<file path="config.mk">
export PLATFORM = sky130hd
export DESIGN_NAME = idx_abs_seq
export DESIGN_NICKNAME = d
export VERILOG_FILES = /design/src/rtl/idx_abs_pkg.sv /design/src/rtl/idx_abs_alu8.sv /design/src/rtl/idx_abs_pc_inc.sv /design/src/rtl/idx_abs_seq.sv
export SDC_FILE = /design/constraint.sdc
export NUM_CORES = 1
export LEC_CHECK = 0
export BUFFER_PORTS_ARGS = -buffer_cell sky130_fd_sc_hd__buf_4
export CORE_MARGIN = 5
export CORE_UTILIZATION = 58
export CTS_CLUSTER_DIAMETER = 150
export DETAILED_ROUTE_END_ITERATION = 8
export PLACE_DENSITY = 0.84
export RECOVER_POWER = 25
export SLEW_MARGIN = 20
export SYNTH_ARGS = -nofsm -noshare
export SYNTH_HDL_FRONTEND = slang
export SYNTH_SLANG_ARGS = --single-unit
</file>
<file path="constraint.sdc">
create_clock -name clk_i -period 7.51 [get_ports clk_i]
set_clock_uncertainty 0.2 [all_clocks]
set_input_delay 0 -clock clk_i [delete_from_list [all_inputs] [get_ports clk_i]]
set_output_delay 0 -clock clk_i [all_outputs]
set_load 0.01 [all_outputs]
</file>
<file path="src/rtl/idx_abs_pkg.sv">
package idx_abs_pkg;
  typedef enum logic [2:0] {
    ST_IDLE,
    ST_OPC,
    ST_LO,
    ST_HI,
    ST_PART,
    ST_FIX
  } seq_state_e;
endpackage

</file>
<file path="src/rtl/idx_abs_alu8.sv">
module idx_abs_alu8 #(
  parameter int DATA_W = 8
) (
  input  logic [DATA_W-1:0] a_i,
  input  logic [DATA_W-1:0] b_i,
  input  logic              cin_i,
  output logic [DATA_W-1:0] sum_o,
  output logic              cout_o
);
  assign {cout_o, sum_o} = {1'b0, a_i} + {1'b0, b_i} + {{DATA_W{1'b0}}, cin_i};
endmodule

</file>
<file path="src/rtl/idx_abs_pc_inc.sv">
module idx_abs_pc_inc #(
  parameter int ADDR_W = 16
) (
  input  logic [ADDR_W-1:0] pc_i,
  output logic [ADDR_W-1:0] pc_o
);
  assign pc_o = pc_i + {{(ADDR_W-1){1'b0}}, 1'b1};
endmodule

</file>
<file path="src/rtl/idx_abs_seq.sv">
module idx_abs_seq #(
  parameter int DATA_W = 8,
  localparam int ADDR_W = 2 * DATA_W
) (
  input  logic              clk_i,
  input  logic              rst_ni,
  input  logic              start_i,
  input  logic [ADDR_W-1:0] pc_i,
  input  logic [DATA_W-1:0] index_i,
  input  logic              is_store_i,
  input  logic [DATA_W-1:0] wdata_i,
  input  logic [DATA_W-1:0] rdata_i,
  output logic [ADDR_W-1:0] addr_o,
  output logic              rd_o,
  output logic              wr_o,
  output logic [DATA_W-1:0] wdata_o,
  output logic [DATA_W-1:0] load_data_o,
  output logic              done_o
);
  import idx_abs_pkg::*;

  seq_state_e        state_q;
  logic [ADDR_W-1:0] pc_q, pc_nxt;
  logic [DATA_W-1:0] idx_q, wd_q, lo_q, hi_q, load_q;
  logic              store_q, carry_q, done_q;

  logic [DATA_W-1:0] alu_a, alu_b, alu_sum;
  logic              alu_cin, alu_cout;

  // shared 8-bit adder: low byte + index in ST_HI, high byte + carry in ST_PART
  always_comb begin
    if (state_q == ST_HI) begin
      alu_a   = lo_q;
      alu_b   = idx_q;
      alu_cin = 1'b0;
    end else begin
      alu_a   = hi_q;
      alu_b   = '0;
      alu_cin = carry_q;
    end
  end

  idx_abs_alu8 #(.DATA_W(DATA_W)) u_alu (
    .a_i   (alu_a),
    .b_i   (alu_b),
    .cin_i (alu_cin),
    .sum_o (alu_sum),
    .cout_o(alu_cout)
  );

  idx_abs_pc_inc #(.ADDR_W(ADDR_W)) u_pc_inc (
    .pc_i(pc_q),
    .pc_o(pc_nxt)
  );

  always_ff @(posedge clk_i or negedge rst_ni) begin
    if (!rst_ni) begin
      state_q <= ST_IDLE;
      pc_q    <= '0;
      idx_q   <= '0;
      wd_q    <= '0;
      lo_q    <= '0;
      hi_q    <= '0;
      load_q  <= '0;
      store_q <= 1'b0;
      carry_q <= 1'b0;
      done_q  <= 1'b0;
    end else begin
      done_q <= 1'b0;
      unique case (state_q)
        ST_IDLE: if (start_i) begin
          pc_q    <= pc_i;
          idx_q   <= index_i;
          store_q <= is_store_i;
          wd_q    <= wdata_i;
          state_q <= ST_OPC;
        end
        ST_OPC: begin
          pc_q    <= pc_nxt;
          state_q <= ST_LO;
        end
        ST_LO: begin
          lo_q    <= rdata_i;
          pc_q    <= pc_nxt;
          state_q <= ST_HI;
        end
        ST_HI: begin
          hi_q    <= rdata_i;
          lo_q    <= alu_sum;
          carry_q <= alu_cout;
          state_q <= ST_PART;
        end
        ST_PART: begin
          if (store_q || carry_q) begin
            hi_q    <= alu_sum;
            state_q <= ST_FIX;
          end else begin
            load_q  <= rdata_i;
            done_q  <= 1'b1;
            state_q <= ST_IDLE;
          end
        end
        ST_FIX: begin
          if (!store_q) load_q <= rdata_i;
          done_q  <= 1'b1;
          state_q <= ST_IDLE;
        end
        default: state_q <= ST_IDLE;
      endcase
    end
  end

  always_comb begin
    addr_o = pc_q;
    rd_o   = 1'b0;
    wr_o   = 1'b0;
    unique case (state_q)
      ST_OPC, ST_LO, ST_HI: rd_o = 1'b1;
      ST_PART: begin
        addr_o = {hi_q, lo_q};
        rd_o   = 1'b1;
      end
      ST_FIX: begin
        addr_o = {hi_q, lo_q};
        rd_o   = !store_q;
        wr_o   = store_q;
      end
      default: ;
    endcase
  end

  assign wdata_o     = wd_q;
  assign load_data_o = load_q;
  assign done_o      = done_q;
endmodule

</file>
==> impl_metrics.tcl, run 1 <==
set metrics [dict create \
    outcome "finished, violations left" \
    violations "max-capacitance violations, max-slew violations" \
    rows 28 \
    antenna_found_initial 0 \
    timing.hold.ws_ns 0.184 \
    netlist_area_mm2 0.00345 \
    clkLatencyLatePin_ns 0.34 \
    vdd_ir_drop_max_mv 0.244 \
    route.met3.wl_um 741 \
    initial_core_util_pct 59.0 \
    dieArea_mm2 0.00760 \
    core_area_mm2 0.00585 \
    min_period_over_period_pct 52.0 \
    rr_startpoint "state_q[1]" \
    ff2ff_setup_slack_ns 3.60 \
    hpwl_um 6830 \
    grt_setup_unrepaired "false" \
    drc 0 \
    critPathSlowestCell "nor2b_1" \
    power_density_mw_per_mm2 429 \
    async_flop_share_pct 100 \
    layout_commonest_cell "nand2_1" \
    wl_um 10100 \
    hold_path_class "in -> reg" \
    die_w_um 87.2 \
    cpPeakStageDelay_ns 0.65 \
    leakage_nw 2.21 \
    ys_seq_area_share_pct 44.9 \
    cts_tree "built" \
    gp_congestion 0.885 \
    syn_inst 382 \
    avgViaCountPerCell 5.76 \
    wirelength_met1_um 4120 \
    synth_warnings 0 \
    cts_hold_buffers 43 \
    routed.top_layer "met4" \
    tightest_slew_ns 3.34 \
    critPathCaptureType "flop" \
    nFillCells 410 \
    worstHoldPathCells 4 \
    worstPathMaxFanout 11 \
    fmaxAchievable_ghz 0.256 \
    met2_length_um 4960 \
    antenna_cells 0 \
    nNetsFinal 548 \
    grt_pass1_wl_um 17100 \
    synth_edf_count 0 \
    synth_cell_types 50 \
    syn_avg_cell_area_um2 9.04 \
    first_iter_violations 192 \
    r2r-end "lo_q[6]" \
    clk_path_buf_depth 2 \
    htree_levels 3 \
    grt.total_usage_pct 29.1 \
    ys_seq_elements 62 \
    hp-start "index_i[1]" \
    ant_nets 0 \
    drive_above_1_share_pct 22.0 \
    setup-violations-final 0 \
    dr.pass1.iters 4 \
    die_y_um 87.2 \
    area_growth_pct 34.5 \
    worstRegToRegCells 11 \
    syn_nets 436 \
    clk_pin_slew_ns 0.07 \
    cts.sinks 62 \
    critPathLaunchType "flop" \
    drv_slew 63 \
    criticalPathCategory "reg -> reg" \
    crit_required_ns 7.57 \
    vias 3307 \
    cts_buffers 9 \
    wl_per_cell_um 17.6 \
    cp.arrival_ns 3.96 \
    ys.flop_type "dfrtp_1" \
    setup_tns_ns 0 \
    post_cts_buffers 0 \
    grt_pass1_vias 3481 \
    grt_max_degree 63 \
    final_cell_mix "nand2_1 (101), dfrtp_1 (62), buf_4 (62), dlygate4sd3_1 (43), nor2_1 (26)" \
    io-pin-count 79 \
    root_buffer "clkbuf_8" \
    p_total_mw 1.99 \
    fin_crit_ns 3.91 \
    maxSlewHeadroom_pct -123 \
    hold_viol_final 0 \
    maxCapViolations 1 \
    cp-startpoint "state_q[1]" \
    hold_end "idx_q[1]" \
    port_buffers 78 \
    post_cts_resized 0 \
    overflow 0 \
    path_cells "nor2b_1, nand2_1, mux2i_1, fa_1, inv_1, fa_1, a21o_1, a221oi_1, xnor2_1, mux2i_1, o21ai_0" \
]
[sequential cells by signal (all words and copies together) (netlist names)]
register	count
lo_q	8
idx_q	8
hi_q	8
wdata_o	8
state_q	3
load_data_o	8
done_o	1
pc_q	16
carry_q	1
store_q	1
[per-layer routing]
layer | up-vias | global-route usage (%)
li1 | 1555 | -
met1 | 1583 | 36.7
met2 | 139 | 49.1
met3 | 30 | 6.24
met4 | 0 | 11.0
met5 | - | 0
[per-stage QoR]
stage,setup slack [ns],cells,utilization (%),instance area (um^2)
floorplan,4.50,382,-,3450
global placement,3.79,515,69.4,4060
detailed placement,3.72,515,69.4,4060
CTS,3.68,574,80.5,4710
global route,3.29,574,79.4,4640
finish,3.60,574,79.4,4640
[worst max path at each step]
stage                     endpoint  slack, ns  cells after the start
after CTS                  hi_q[7]       3.68                      9
after detailed placement   lo_q[6]       3.72                     11
after global routing       hi_q[7]       3.29                      9
after floorplan            hi_q[7]       4.50                     11
after global placement     hi_q[6]       3.79                     11
final                      lo_q[6]       3.60                     11
[cell type report]
class / instances / area, um^2 / share of cell area, %
Timing Repair Buffer: 123 / 963 / 20.7
Clock buffer: 9 / 124 / 2.67
Sequential cell: 62 / 1550 / 33.4
Tap cell: 75 / 93.8 / 2.02
Inverter: 5 / 18.8 / 0.404
Multi-Input combinational cell: 293 / 1790 / 38.6
Clock inverter: 7 / 98.8 / 2.13
[synthesized netlist by cell type, types with 3 or more instances]
library cell | n | area share [%]
ha_1 | 8 | 2.9
xnor2_1 | 4 | 1.0
a21oi_1 | 15 | 2.2
nand2_1 | 101 | 11
a21o_1 | 3 | 0.65
nor2_1 | 26 | 2.8
nand4_1 | 4 | 0.72
mux2i_1 | 6 | 1.7
o21ai_0 | 17 | 2.5
nor3_1 | 4 | 0.58
and2_1 | 3 | 0.54
a211oi_1 | 6 | 1.3
o211ai_1 | 5 | 1.1
buf_2 | 4 | 0.58
and3_1 | 16 | 2.9
dfrtp_1 | 62 | 45
inv_1 | 4 | 0.43
mux2_2 | 24 | 7.8
nor2b_1 | 3 | 0.54
clkbuf_1 | 15 | 1.6
nand2b_1 | 4 | 0.72
a311oi_1 | 5 | 1.3
nand3_1 | 10 | 1.4
[report_power, final]
| part | internal [mW] | switching, mW | total [mW] |
|---|---|---|---|
| clock network | 0.188 | 0.140 | 0.328 |
| logic | 0.429 | 0.565 | 0.994 |
| registers | 0.497 | 0.171 | 0.668 |
[logic make-up after synthesis]
group,count (synthesis),share of synthesized area [%]
flip-flops,62,44.9
AO/OA/AOI/OAI,67,12.8
AND/OR/NAND/NOR,180,23.8
XOR/XNOR,6,1.52
multiplexers,30,9.57
buffers and inverters,27,3.33
adder cells (fa/ha/maj),10,4.06
[worst max-delay path: cells and delay by family, from the launching register on]
| kind | cells | cell delay, ns |
|---|---|---|
| compound gates | 3 | 0.77 |
| xor+xnor | 1 | 0.20 |
| fa+ha+maj | 2 | 0.63 |
| buf+inv | 1 | 0.06 |
| flops | 1 | 0.49 |
| mux | 2 | 0.41 |
| simple gates | 2 | 1.07 |
Power figures use the tool's default switching activity.
==> run 2: changes to the inputs <==
CORE_UTILIZATION = 54   (was 58)
PLACE_DENSITY = 0.79   (was 0.84)
clock period = 3.74 ns   (was 7.51 ns; I/O delays follow)
==> impl_metrics.tcl, run 2 (same netlist as run 1, synthesis figures left out) <==
set metrics [dict create \
    dieArea_mm2 0.00809 \
    first_iter_violations 279 \
    violations "max-capacitance violations, max-slew violations" \
    grt_setup_unrepaired "false" \
    worstPathMaxFanout 9 \
    worstHoldPathCells 4 \
    clk_pin_slew_ns 0.08 \
    antenna_found_initial 0 \
    clk_path_buf_depth 2 \
    hold_path_class "in -> reg" \
    hpwl_um 7010 \
    cts.sinks 62 \
    wl_per_cell_um 17.6 \
    antenna_cells 0 \
    vdd_ir_drop_max_mv 0.535 \
    dr.pass1.iters 5 \
    vias 3316 \
    grt_pass1_wl_um 16900 \
    power.switching_mw 1.77 \
    critPathLaunchType "flop" \
    clkLatencyLatePin_ns 0.35 \
    layout_commonest_cell "nand2_1" \
    switching_share_pct 44.2 \
    worstRegToRegCells 11 \
    grt_max_degree 63 \
    post_cts_resized 0 \
    drv_slew 63 \
    wl_um 10300 \
    final_cell_mix "nand2_1 (101), buf_4 (70), dfrtp_1 (62), dlygate4sd3_1 (43), nor2_1 (26)" \
    ff2ff_setup_slack_ns 0.60 \
    drc 0 \
    nNetsFinal 556 \
    rows 29 \
    maxCapViolations 1 \
    overflow 0 \
    grt_pass1_vias 3282 \
    hold_viol_final 0 \
    criticalPathCategory "reg -> reg" \
    p_seq_share_pct 33.4 \
    p_clk_share_pct 14.5 \
    outcome "finished, violations left" \
    comb_power_share_pct 52.1 \
    fin_util_pct 74.4 \
    fmaxAchievable_ghz 0.318 \
    cts_buffers 9 \
    grt.total_usage_pct 26.0 \
    crit_required_ns 3.72 \
    post_cts_buffers 0 \
    setup_tns_ns 0 \
    cell_internal_pwr_mw 2.23 \
    power_density_mw_per_mm2 857 \
    io-pin-count 79 \
    htree_levels 3 \
    die_y_um 90.0 \
    initial_core_util_pct 55.0 \
    largest_reg_flops 16 \
    cts_tree "built" \
    area_growth_pct 35.3 \
    gp_congestion 1.07 \
    root_buffer "clkbuf_8" \
    maxSlewHeadroom_pct -1.30 \
    largest-register "pc_q" \
    ant_nets 0 \
    port_buffers 78 \
    cp.arrival_ns 3.12 \
    min_period_over_period_pct 84.0 \
    fin_crit_ns 3.14 \
    die_w_um 90.0 \
    drive_above_1_share_pct 23.1 \
    avgViaCountPerCell 5.69 \
    critPathCaptureType "flop" \
    core_area_mm2 0.00628 \
    setup-violations-final 0 \
    tightest_slew_ns 1.52 \
    leakage_nw 2.24 \
    cts_hold_buffers 43 \
]
-- run 2: per-layer routing --
layer / vias up / track usage, % / routed length (um)
met3: 19 / 5.09 / 755
met1: 1571 / 35.2 / 4310
met5: - / 0 / 0
met4: 0 / 11.0 / 181
met2: 153 / 40.6 / 5010
li1: 1573 / - / -
-- run 2: per-stage QoR --
stage          hold WS, ns  total power [mW]  instance area, um^2  setup slack [ns]  cells
2_1_floorplan       -0.496              2.60                 3450             0.731    382
3_3_place_gp       -0.0671              3.35                 4120             0.783    525
3_5_place_dp       -0.0657              3.41                 4120             0.652    525
4_1_cts              0.103              4.05                 4740             0.631    583
5_1_grt              0.192              4.30                 4670             0.295    583
6_report             0.188              4.00                 4670             0.599    583
-- run 2: cell type report --
class                   count  area [um^2]
clock buffers              11          141
flip-flops and latches     62         1550
clock inverters             4         47.5
well taps                  77         96.3
fillers                   478         1600
multi-input cells         293         1790
inverters                   5         18.8
repair buffers            131         1020
-- run 2: final timing paths --
path,start,endpoint
hold reg to reg,idx_q[1],idx_q[1]
setup / recovery,state_q[1],hi_q[6]
max in group asynchronous,rst_ni,wdata_o[6]
min in group asynchronous,rst_ni,pc_q[0]
hold / removal,index_i[2],idx_q[2]
setup reg to reg,state_q[1],hi_q[6]
-- run 2: worst max-delay path: stages (launching register included) --
cell and delay, ns:
dfrtp_1 0.49, nor2b_1 0.21, nand2_1 0.16, mux2i_1 0.26, fa_1 0.22, inv_1 0.05
fa_1 0.40, a21o_1 0.22, a221oi_1 0.38, xnor2_1 0.15, mux2i_1 0.15, o21ai_0 0.09
-- run 2: power by group through the flow --
| stage | clock [mW] | combinational (mW) | sequential [mW] |
|---|---|---|---|
| after CTS | 0.595 | 2.13 | 1.32 |
| after floorplan | 0 | 1.38 | 1.22 |
| after global placement | 0 | 2.04 | 1.31 |
| after detailed placement | 0 | 2.08 | 1.33 |
| after global routing | 0.622 | 2.30 | 1.38 |
| final | 0.580 | 2.09 | 1.34 |
